[src/rtl/pwrisl_pkg.sv]
package pwrisl_pkg;

  // Word indices (byte address / 4) of the register map
  localparam int WORD_STAT = 0;
  localparam int WORD_CMD  = 1;
  localparam int WORD_ICS  = 2;
  localparam int WORD_WCTL = 4;
  localparam int WORD_WSTS = 6;
  localparam int WORD_SCTL = 8;
  localparam int WORD_SSTS = 12;

  localparam logic [7:0] CODE_SETCFG = 8'h01;

  typedef enum logic [1:0] {
    MODE_NOP = 2'd0,
    MODE_NOW = 2'd1,
    MODE_DLY = 2'd2,
    MODE_TRG = 2'd3
  } cmd_mode_e;

  typedef enum logic [7:0] {
    EV_NONE  = 8'd0,
    EV_DONE  = 8'd1,
    EV_FAULT = 8'd2,
    EV_WAKE  = 8'd3
  } ev_code_e;

  typedef struct packed {
    logic [7:0] code;
    logic       ioc;
    cmd_mode_e  mode;
  } cmd_fields_t;

  // Splits the low 11 bits of a command word into its fields
  function automatic cmd_fields_t split_cmd(input logic [10:0] w);
    cmd_fields_t r;
    r.code = w[7:0];
    r.ioc  = w[8];
    r.mode = cmd_mode_e'(w[10:9]);
    return r;
  endfunction

  // Event code priority: fault, then completion, then wake
  function automatic logic [7:0] pick_code(input logic err, input logic done,
                                           input logic wake);
    if (err)       return EV_FAULT;
    else if (done) return EV_DONE;
    else if (wake) return EV_WAKE;
    return EV_NONE;
  endfunction

  // Island packing arithmetic
  function automatic int isl_word(input int n, input int sw, input int dw);
    return (n * sw) / dw;
  endfunction

  function automatic int isl_lsb(input int n, input int sw, input int dw);
    return (n * sw) % dw;
  endfunction

endpackage

[src/rtl/pwrisl_cmd.sv]
module pwrisl_cmd
  import pwrisl_pkg::*;
#(
  parameter int LAT = 4,
  parameter int DW  = 32
) (
  input  logic          clk,
  input  logic          rst_n,
  input  logic          cmd_we,
  input  logic [DW-1:0] cmd_wdata,
  output logic          busy,
  output logic          commit,
  output logic          ev_done,
  output logic          ev_err,
  output logic [DW-1:0] cmd_q
);
  localparam int CW = (LAT > 1) ? $clog2(LAT) : 1;

  cmd_fields_t f;
  logic [CW-1:0] cnt;
  logic ioc_q;
  logic accept, launch, bad, noop;

  assign f      = split_cmd(cmd_wdata[10:0]);
  assign accept = cmd_we && !busy;
  assign noop   = accept && (f.mode == MODE_NOP);
  assign launch = accept && (f.mode != MODE_NOP) && (f.code == CODE_SETCFG);
  assign bad    = accept && (f.mode != MODE_NOP) && (f.code != CODE_SETCFG);
  assign commit = busy && (cnt == '0);
  assign ev_err  = (cmd_we && busy) || bad;
  assign ev_done = (commit && ioc_q) || (noop && f.ioc);

  always_ff @(posedge clk or negedge rst_n) begin
    if (!rst_n) begin
      busy  <= 1'b0;
      cnt   <= '0;
      ioc_q <= 1'b0;
      cmd_q <= '0;
    end else begin
      if (accept) cmd_q <= cmd_wdata;
      if (launch) begin
        busy  <= 1'b1;
        cnt   <= CW'(LAT - 1);
        ioc_q <= f.ioc;
      end else if (commit) begin
        busy <= 1'b0;
      end else if (busy) begin
        cnt <= cnt - 1'b1;
      end
    end
  end
endmodule

[src/rtl/pwrisl_bank.sv]
module pwrisl_bank #(
  parameter int            NW  = 4,
  parameter int            DW  = 32,
  parameter logic [DW-1:0] RST = '1
) (
  input  logic             clk,
  input  logic             rst_n,
  input  logic [NW-1:0]    ctl_we,
  input  logic [DW-1:0]    wdata,
  input  logic             busy,
  input  logic             commit,
  output logic [NW*DW-1:0] ctl_flat,
  output logic [NW*DW-1:0] sts_flat
);
  for (genvar g = 0; g < NW; g++) begin : g_word
    always_ff @(posedge clk or negedge rst_n) begin
      if (!rst_n) begin
        ctl_flat[g*DW +: DW] <= RST;
        sts_flat[g*DW +: DW] <= RST;
      end else begin
        if (ctl_we[g] && !busy) ctl_flat[g*DW +: DW] <= wdata;
        if (commit)             sts_flat[g*DW +: DW] <= ctl_flat[g*DW +: DW];
      end
    end
  end
endmodule

[src/rtl/pwrisl_wake.sv]
module pwrisl_wake #(
  parameter int NSRC = 64,
  parameter int DW   = 32,
  parameter int NWW  = 2
) (
  input  logic            clk,
  input  logic            rst_n,
  input  logic [NWW-1:0]  en_we,
  input  logic [NWW-1:0]  clr_we,
  input  logic [DW-1:0]   wdata,
  input  logic [NSRC-1:0] evt,
  output logic [NSRC-1:0] en_flat,
  output logic [NSRC-1:0] sts_flat,
  output logic            ev_wake
);
  logic [NSRC-1:0] clr_mask;
  logic [NSRC-1:0] hit;

  for (genvar g = 0; g < NWW; g++) begin : g_word
    assign clr_mask[g*DW +: DW] = clr_we[g] ? wdata : '0;
    always_ff @(posedge clk or negedge rst_n) begin
      if (!rst_n) en_flat[g*DW +: DW] <= '0;
      else if (en_we[g]) en_flat[g*DW +: DW] <= wdata;
    end
  end

  assign hit     = evt & en_flat;
  assign ev_wake = |(hit & ~sts_flat);

  always_ff @(posedge clk or negedge rst_n) begin
    if (!rst_n) sts_flat <= '0;
    else        sts_flat <= (sts_flat & ~clr_mask) | hit;
  end
endmodule

[src/rtl/pwrisl_irq.sv]
module pwrisl_irq
  import pwrisl_pkg::*;
(
  input  logic        clk,
  input  logic        rst_n,
  input  logic        ics_we,
  input  logic [2:0]  ics_wbits,
  input  logic        ev_err,
  input  logic        ev_done,
  input  logic        ev_wake,
  output logic [10:0] ics_word,
  output logic        irq,
  output logic        ev_any
);
  logic       ie, pend, sw;
  logic [7:0] code;
  logic       record;

  assign ev_any = ev_err || ev_done || ev_wake;
  assign record = ie && ev_any;

  always_ff @(posedge clk or negedge rst_n) begin
    if (!rst_n) begin
      ie   <= 1'b0;
      pend <= 1'b0;
      sw   <= 1'b0;
      code <= EV_NONE;
    end else begin
      if (ics_we) begin
        ie <= ics_wbits[0];
        sw <= ics_wbits[2];
      end
      if (record) begin
        pend <= 1'b1;
        code <= pick_code(ev_err, ev_done, ev_wake);
      end else if (ics_we && ics_wbits[1]) begin
        pend <= 1'b0;
      end
    end
  end

  assign ics_word = {sw, pend, ie, code};
  assign irq      = ie && (pend || sw);
endmodule

[src/rtl/pwr_island_regs.sv]
module pwr_island_regs
  import pwrisl_pkg::*;
#(
  parameter int N_ISL   = 64,
  parameter int ST_W    = 2,
  parameter int DATA_W  = 32,
  parameter int WAKE_N  = 64,
  parameter int ADDR_W  = 8,
  parameter int CMD_LAT = 4
) (
  input  logic              clk,
  input  logic              rst_n,
  input  logic              bus_wr,
  input  logic [ADDR_W-1:0] bus_addr,
  input  logic [DATA_W-1:0] bus_wdata,
  output logic [DATA_W-1:0] bus_rdata,
  input  logic [WAKE_N-1:0] wake_evt,
  output logic              irq_o
);
  localparam int N_WORDS = isl_word(N_ISL, ST_W, DATA_W);
  localparam int W_WORDS = WAKE_N / DATA_W;
  localparam int WI_W    = ADDR_W - 2;

  logic [WI_W-1:0] wi;
  logic            unused_lsb;
  logic            cmd_we, ics_we;
  logic [N_WORDS-1:0] ctl_we;
  logic [W_WORDS-1:0] wen_we, wclr_we;

  logic busy, commit, ev_done, ev_err, ev_wake, ev_any;
  logic [DATA_W-1:0]         cmd_q;
  logic [N_WORDS*DATA_W-1:0] ctl_flat, sts_flat;
  logic [WAKE_N-1:0]         wen_flat, wsts_flat;
  logic [10:0]               ics_word;

  assign wi         = bus_addr[ADDR_W-1:2];
  assign unused_lsb = ^bus_addr[1:0];

  // Write decode
  assign cmd_we = bus_wr && (int'(wi) == WORD_CMD);
  assign ics_we = bus_wr && (int'(wi) == WORD_ICS);
  for (genvar g = 0; g < N_WORDS; g++) begin : g_ctl_dec
    assign ctl_we[g] = bus_wr && (int'(wi) == WORD_SCTL + g);
  end
  for (genvar g = 0; g < W_WORDS; g++) begin : g_wk_dec
    assign wen_we[g]  = bus_wr && (int'(wi) == WORD_WCTL + g);
    assign wclr_we[g] = bus_wr && (int'(wi) == WORD_WSTS + g);
  end

  pwrisl_cmd #(.LAT(CMD_LAT), .DW(DATA_W)) u_cmd (
    .clk(clk), .rst_n(rst_n), .cmd_we(cmd_we), .cmd_wdata(bus_wdata),
    .busy(busy), .commit(commit), .ev_done(ev_done), .ev_err(ev_err),
    .cmd_q(cmd_q)
  );

  pwrisl_bank #(.NW(N_WORDS), .DW(DATA_W), .RST('1)) u_bank (
    .clk(clk), .rst_n(rst_n), .ctl_we(ctl_we), .wdata(bus_wdata),
    .busy(busy), .commit(commit), .ctl_flat(ctl_flat), .sts_flat(sts_flat)
  );

  pwrisl_wake #(.NSRC(WAKE_N), .DW(DATA_W), .NWW(W_WORDS)) u_wake (
    .clk(clk), .rst_n(rst_n), .en_we(wen_we), .clr_we(wclr_we),
    .wdata(bus_wdata), .evt(wake_evt), .en_flat(wen_flat),
    .sts_flat(wsts_flat), .ev_wake(ev_wake)
  );

  pwrisl_irq u_irq (
    .clk(clk), .rst_n(rst_n), .ics_we(ics_we), .ics_wbits(bus_wdata[10:8]),
    .ev_err(ev_err), .ev_done(ev_done), .ev_wake(ev_wake),
    .ics_word(ics_word), .irq(irq_o), .ev_any(ev_any)
  );

  // Read mux
  always_comb begin
    bus_rdata = '0;
    if (int'(wi) == WORD_STAT) bus_rdata[8] = busy;
    if (int'(wi) == WORD_CMD)  bus_rdata = cmd_q;
    if (int'(wi) == WORD_ICS)  bus_rdata[10:0] = ics_word;
    for (int i = 0; i < W_WORDS; i++) begin
      if (int'(wi) == WORD_WCTL + i) bus_rdata = wen_flat[i*DATA_W +: DATA_W];
      if (int'(wi) == WORD_WSTS + i) bus_rdata = wsts_flat[i*DATA_W +: DATA_W];
    end
    for (int i = 0; i < N_WORDS; i++) begin
      if (int'(wi) == WORD_SCTL + i) bus_rdata = ctl_flat[i*DATA_W +: DATA_W];
      if (int'(wi) == WORD_SSTS + i) bus_rdata = sts_flat[i*DATA_W +: DATA_W];
    end
  end
endmodule

[config.mk]
export PLATFORM = sky130hd
export DESIGN_NAME = pwr_island_regs
export DESIGN_NICKNAME = d
export VERILOG_FILES = /design/src/rtl/pwrisl_pkg.sv /design/src/rtl/pwrisl_cmd.sv /design/src/rtl/pwrisl_bank.sv /design/src/rtl/pwrisl_wake.sv /design/src/rtl/pwrisl_irq.sv /design/src/rtl/pwr_island_regs.sv
export SDC_FILE = /design/constraint.sdc
export NUM_CORES = 1
export LEC_CHECK = 0
export CAP_MARGIN = 10
export CELL_PAD_IN_SITES_DETAIL_PLACEMENT = 0
export CELL_PAD_IN_SITES_GLOBAL_PLACEMENT = 1
export CORE_MARGIN = 2
export CORE_UTILIZATION = 44
export CTS_CLUSTER_SIZE = 14
export DETAILED_ROUTE_END_ITERATION = 7
export PLACE_DENSITY = 0.87
export SYNTH_ARGS = -nofsm -noshare
export SYNTH_HDL_FRONTEND = slang
export SYNTH_HIERARCHICAL = 1
export SYNTH_SLANG_ARGS = --single-unit
export TNS_END_PERCENT = 50
[constraint.sdc]
create_clock -name clk -period 2.3 [get_ports clk]
set_input_delay 0.345 -clock clk [delete_from_list [all_inputs] [get_ports clk]]
set_output_delay 0.345 -clock clk [all_outputs]
set_load 0.02 [all_outputs]
# After elaboration in Yosys (flattened, before gate mapping)
# Index checks and enable logic that the tools add are counted.
[word_totals]
regBits = 431
[classes]
n_addsub = 1
reduce_logical = 41
mux = 32
bitwise_logic = 6
eq_ne = 17
[ops]
columns = ["cell", "n"]
rows = [
  ["$mux 32", 15],
  ["$and 64x64->64", 3],
  ["$not 64->64", 2],
  ["$or 64x64->64", 1],
  ["$reduce_or 64->1", 1],
  ["$eq 6x5->1 const B", 8],
  ["$mux 8", 4],
  ["$logic_and 1x1->1", 26],
  ["$eq 6x4->1 const B", 4],
  ["$mux 11", 1],
  ["$mux 1", 9],
  ["$eq 8x1->1 const B", 1],
  ["$ne 8x1->1 const B", 1],
  ["$reduce_bool 2->1", 4],
  ["$eq 6x2->1 const B", 1],
  ["$eq 6x3->1 const B", 1],
  ["$logic_not 6->1", 1],
  ["$mux 2", 3],
  ["$logic_or 1x1->1", 5],
  ["$logic_not 2->1", 2],
  ["$ne 2x2->1 const B", 1],
  ["$reduce_and 2->1", 1],
  ["$sub 2x1->2 const B", 1],
  ["$logic_not 1->1", 1],
]

# Depth between registers and ports, before layout
[logic_depth]
ltp_word = 16
depth_mapped = 10
ltp_nobuf = 6

# By module
# The synthesis kept the hierarchy.
[modules_own_cells]
columns = ["module", "area_per_inst_um2", "n_inst", "cells_each"]
rows = [
  ["pwrisl_bank", 10361.2, 1, 546],
  ["pwrisl_wake", 5418.9, 1, 435],
  ["pwr_island_regs", 4066.4, 1, 628],
  ["pwrisl_cmd", 1462.7, 1, 159],
  ["pwrisl_irq", 285.3, 1, 26],
]

# Worst setup path before layout
# OpenSTA, ideal clock, no wires.
[synth_path]
path_kind = "input -> output"
startpoint = "in bus_addr[6]"
endpoint = "out bus_rdata[20]"
t_required_ns = 1.955
arrival_time_ns = 2.149
cell_stages = 8
path_buffers = 3
path_slack_ns = -0.194
path_cell_list = "buf_4 or4b_1 buf_6 nor2_8 buf_4 a211oi_1 a211o_1 a21oi_1"
[synth_via]
elab_chain_len = 14
word_cells_on_any_way = 26
classes_between = "eq/ne (13); mux (13)"
[synth_rtl]
columns = ["element", "line", "rtl"]
rows = [
  ["start: declaration", "pwr_island_regs.sv:14", "input logic [ADDR_W-1:0] bus_addr,"],
  ["$eq 6x2->1", "pwr_island_regs.sv:77", "if (int'(wi) == WORD_CMD) bus_rdata = cmd_q;"],
  ["$mux 32", "pwr_island_regs.sv:77", ""],
  ["$mux 32", "pwr_island_regs.sv:80", "if (int'(wi) == WORD_WCTL + i) bus_rdata = wen_flat[i*DATA_W +: DATA_W];"],
  ["$mux 32", "pwr_island_regs.sv:81", "if (int'(wi) == WORD_WSTS + i) bus_rdata = wsts_flat[i*DATA_W +: DATA_W];"],
  ["$mux 32", "pwr_island_regs.sv:80", ""],
  ["$mux 32", "pwr_island_regs.sv:81", ""],
  ["$mux 32", "pwr_island_regs.sv:84", "if (int'(wi) == WORD_SCTL + i) bus_rdata = ctl_flat[i*DATA_W +: DATA_W];"],
  ["$mux 32", "pwr_island_regs.sv:85", "if (int'(wi) == WORD_SSTS + i) bus_rdata = sts_flat[i*DATA_W +: DATA_W];"],
  ["$mux 32", "pwr_island_regs.sv:84", ""],
  ["$mux 32", "pwr_island_regs.sv:85", ""],
  ["$mux 32", "pwr_island_regs.sv:84", ""],
  ["$mux 32", "pwr_island_regs.sv:85", ""],
  ["$mux 32", "pwr_island_regs.sv:84", ""],
  ["$mux 32 *", "pwr_island_regs.sv:85", ""],
  ["end: declaration", "pwr_island_regs.sv:16", "output logic [DATA_W-1:0] bus_rdata,"],
]
# Mark *: on every way between the ends. The rest lies on a longest branch, timed or not.

# Final worst setup path
[layout_path]
startpoint = "in bus_addr[6]"
endpoint = "out bus_rdata[18]"
# The elaborated chain is that of the path after synthesis.

==> results.toml <==
[sta]
setup_viol = 32
max-slew-margin-rel_pct = 59.9
worst_clock_skew_ns = 0.0153
timing.fmax_ghz = 0.358
drv_slew = 0
finalWorstSetupSlack_ns = -0.491
hold_viol_final = 0
worst_pin_slew_ns = 0.586
grt_setup_unrepaired = "yes"
fin_crit_ns = 2.79
period_share_pct = 121

[cells_and_area]
design_area_mm2 = 0.0279
fillCellCount = 3834
fin_cells = 2798
nets = 2248
layout-drive-gt1-share_pct = 51.5
area_growth_syn_to_layout_pct = 29.3
seqCellArea_mm2 = 0.0110
multi_input_area_mm2 = 0.0104
final_util_pct = 57.4

[yosys]
async_reset_ff_share_pct = 100
synth_top_area_share_pct = 31.1
synth.most_common_cell = "dfstp_2"
synth_seq_area_share_pct = 50.7
syn_inst = 1794
synth_top_family_by_area = "multiplexers"
syn_area_mm2 = 0.0216
synthXorXnorAreaFrac_pct = 0.0406
ys_ff_latch = 425
yosysUniqueCellTypes = 82
synth_edf_count = 0
synthTopCellsByCount = "dfstp_2, nand2_1, mux2_2"
yosys_most_used_dff = "dfstp_2"
synthMuxAreaShare_pct = 19.6
syn_avg_cell_area_um2 = 12.0
synth_area_leaders = "dfstp_2, dfrtp_1, mux2_2"
yosysTopAreaCell = "dfstp_2"
ys_warn_count = 6
synth_fa_ha_area_share_pct = 0.0579
synth_compound_area_share_pct = 12.9
synth-simple-area-share_pct = 12.2

[flow_run]
cap_violations = 0

[grt]
grt_pass1_vias = 17122
antenna_found_initial = 0
grt_use_total_pct = 27.8
grt_pass1_wl_mm = 107
grt-ovfl-total = 0
grt_start_max_net_pins = 79

[critical_path]
critPathKind = "in -> out"
slowest_stage = "or4b_4"
arrival_ns = 2.45
cp.required_ns = 1.96
startpoint_type = "input port"
worstPathCellList = "buf_8, buf_8, or4b_4, buf_12, nor2_4, buf_12, buf_6, buf_6, nor4_1, or3_4, buf_6"
endpoint_kind = "output port"
crit_path_max_fanout = 6
path_buf_inv = 7
cp.depth = 11
path_delay_family = "simple AND/OR/NAND/NOR gates"
r2r_cells = 8
crit_path_frequent_cell = "buf_6"
cpPeakStageDelay_ns = 0.59

[detailed_routing]
wire_per_inst_um = 25.7
drtAntennaViolNets = 0
drc_errors = 0
drtIter0Drc = 1600
vias_per_cell = 6.14
vias = 17168
wl_mm = 71.9
dr.pass1.iters = 6

[cts]
cts_buffers = 45
clockBufferDepth = 3
htree_levels = 2
clock_sinks = 425
clk_latency_ns = 0.57
cts_tree = "yes"
clk_pin_slew_worst_paths_ns = 0.06
cts_root_buffer = "clkbuf_16"

[status]
outcome = "finished with violations"
violations = "negative setup slack"

[floorplanning]
die_area_mm2 = 0.0509
core_area_mm2 = 0.0486
rows = 81
initial_core_util_pct = 44.4
die_h_um = 226
io_pins = 140
die_w_um = 226

[min_path]
hp-class = "in -> async"

[place]
post_dp_cell_area_mm2 = 0.0253
placed_cells = 2684
post-place-ws_ns = -1.34
place_congestion = 0.960
dpl.hpwl_mm = 51.1
io_buffers = 137

[power_and_ir_drop]
leakage_uw = 0.0121
p_per_area_mw_per_mm2 = 705
finalPower_uw = 19700
ir_drop_v = 0.000550
## layout by cell type (no fill, tap or decap), types with 8 or more instances in the layout
master / n
a222oi_1: 8
buf_4: 224
nor3_1: 44
a221oi_2: 15
o21ai_0: 34
nor2b_1: 9
a21oi_2: 11
dfstp_2: 256
clkbuf_8: 11
nor3_2: 8
nor2_1: 42
o2111ai_1: 15
a221oi_1: 26
buf_6: 56
nand3b_1: 49
mux2i_1: 18
o22ai_1: 11
a21oi_1: 54
nor4_1: 14
or3_4: 12
dfrtp_1: 169
a22oi_1: 35
mux2_2: 226
and3_1: 28
a22o_1: 50
nand2_1: 230
mux2_4: 97
a211oi_1: 9
clkbuf_1: 13
clkdlybuf4s50_1: 98
o211ai_1: 8
buf_12: 39
clkbuf_16: 45
## state kept, by name, summed over array words and instances, names as in the netlist, 2 cells and up
signal / flops
u_bank/ctl_flat: 128
u_wake/en_flat: 64
u_bank/sts_flat: 128
u_wake/sts_flat: 64
u_irq/code: 2
u_cmd/cnt: 2
u_cmd/cmd_q: 32
## worst reg2reg max path, cell delays in order, from the launching register on
cell and delay, ns:
dfrtp_1 0.39, nand3b_1 0.27, o2111ai_1 0.25, nor4_1 0.24
buf_4 0.17, nand4_1 0.09, buf_4 0.17, or3_4 0.33
a22o_1 0.23
## metal layers
| metal | vias to the layer above | wire [um] | global-route usage, % |
|---|---|---|---|
| met2 | 811 | 33200 | 44.1 |
| met1 | 8844 | 30400 | 39.1 |
| li1 | 7364 | - | - |
| met3 | 149 | 5450 | 3.79 |
| met5 | - | 0 | 0 |
| met4 | 0 | 2830 | 9.57 |
## report_power, final
| part | internal (uW) | switching, uW | total, uW |
|---|---|---|---|
| clock network | 4310 | 3060 | 7370 |
| logic | 1620 | 1390 | 3000 |
| registers | 8540 | 779 | 9320 |
| total | 14500 | 5220 | 19700 |
## timing repair
action,4_1_cts,5_1_grt
resized for setup,243,68
hold buffers,1,0
pin swaps,39,34
buffers inserted,19,11
endpoints found under the hold margin,26,0
endpoints found under the setup margin,32,33
cloned,2,0
## worst paths after layout
path,start,to,slack [ns]
max in group asynchronous,rst_n,u_bank/sts_flat[93],1.20
min in group clk,wake_evt[2],u_wake/sts_flat[2],0.37
worst max-delay path,bus_addr[6],bus_rdata[18],-0.49
worst min-delay path,rst_n,u_irq/code[1],0.30
worst max register to register,u_wake/en_flat[38],u_irq/pend,0.05
worst min register to register,u_cmd/cmd_q[31],u_cmd/cmd_q[31],0.47
## cell families (layout without fill, tap and decap cells)
kind of cell | Yosys count | in the layout
buffers and inverters | 140 | 516
adder cells (fa/ha/maj) | 1 | 1
AND/OR/NAND/NOR | 504 | 504
XOR/XNOR | 1 | 1
multiplexers | 344 | 344
other | 1 | 7
flip-flops | 425 | 425
AO/OA/AOI/OAI | 378 | 378
## final cells by class
type	instances	share of cell area [%]
Inverter	5	0.0672
Tap cell	622	2.79
Multi-Input combinational cell	1234	37.4
Antenna cell	1	0.00896
Clock inverter	13	0.547
Timing Repair Buffer	429	15.2
Clock buffer	69	4.75
Sequential cell	425	39.2
## per-stage QoR
stage / setup TNS, ns / hold slack (ns)
2_1_floorplan: -0.883 / 0.0494
3_3_place_gp: -110.51 / 0.285
3_5_place_dp: -114.90 / 0.281
4_1_cts: -11.74 / 0.300
5_1_grt: -12.98 / 0.333
6_report: -11.67 / 0.295
Power figures use the tool's default switching activity.
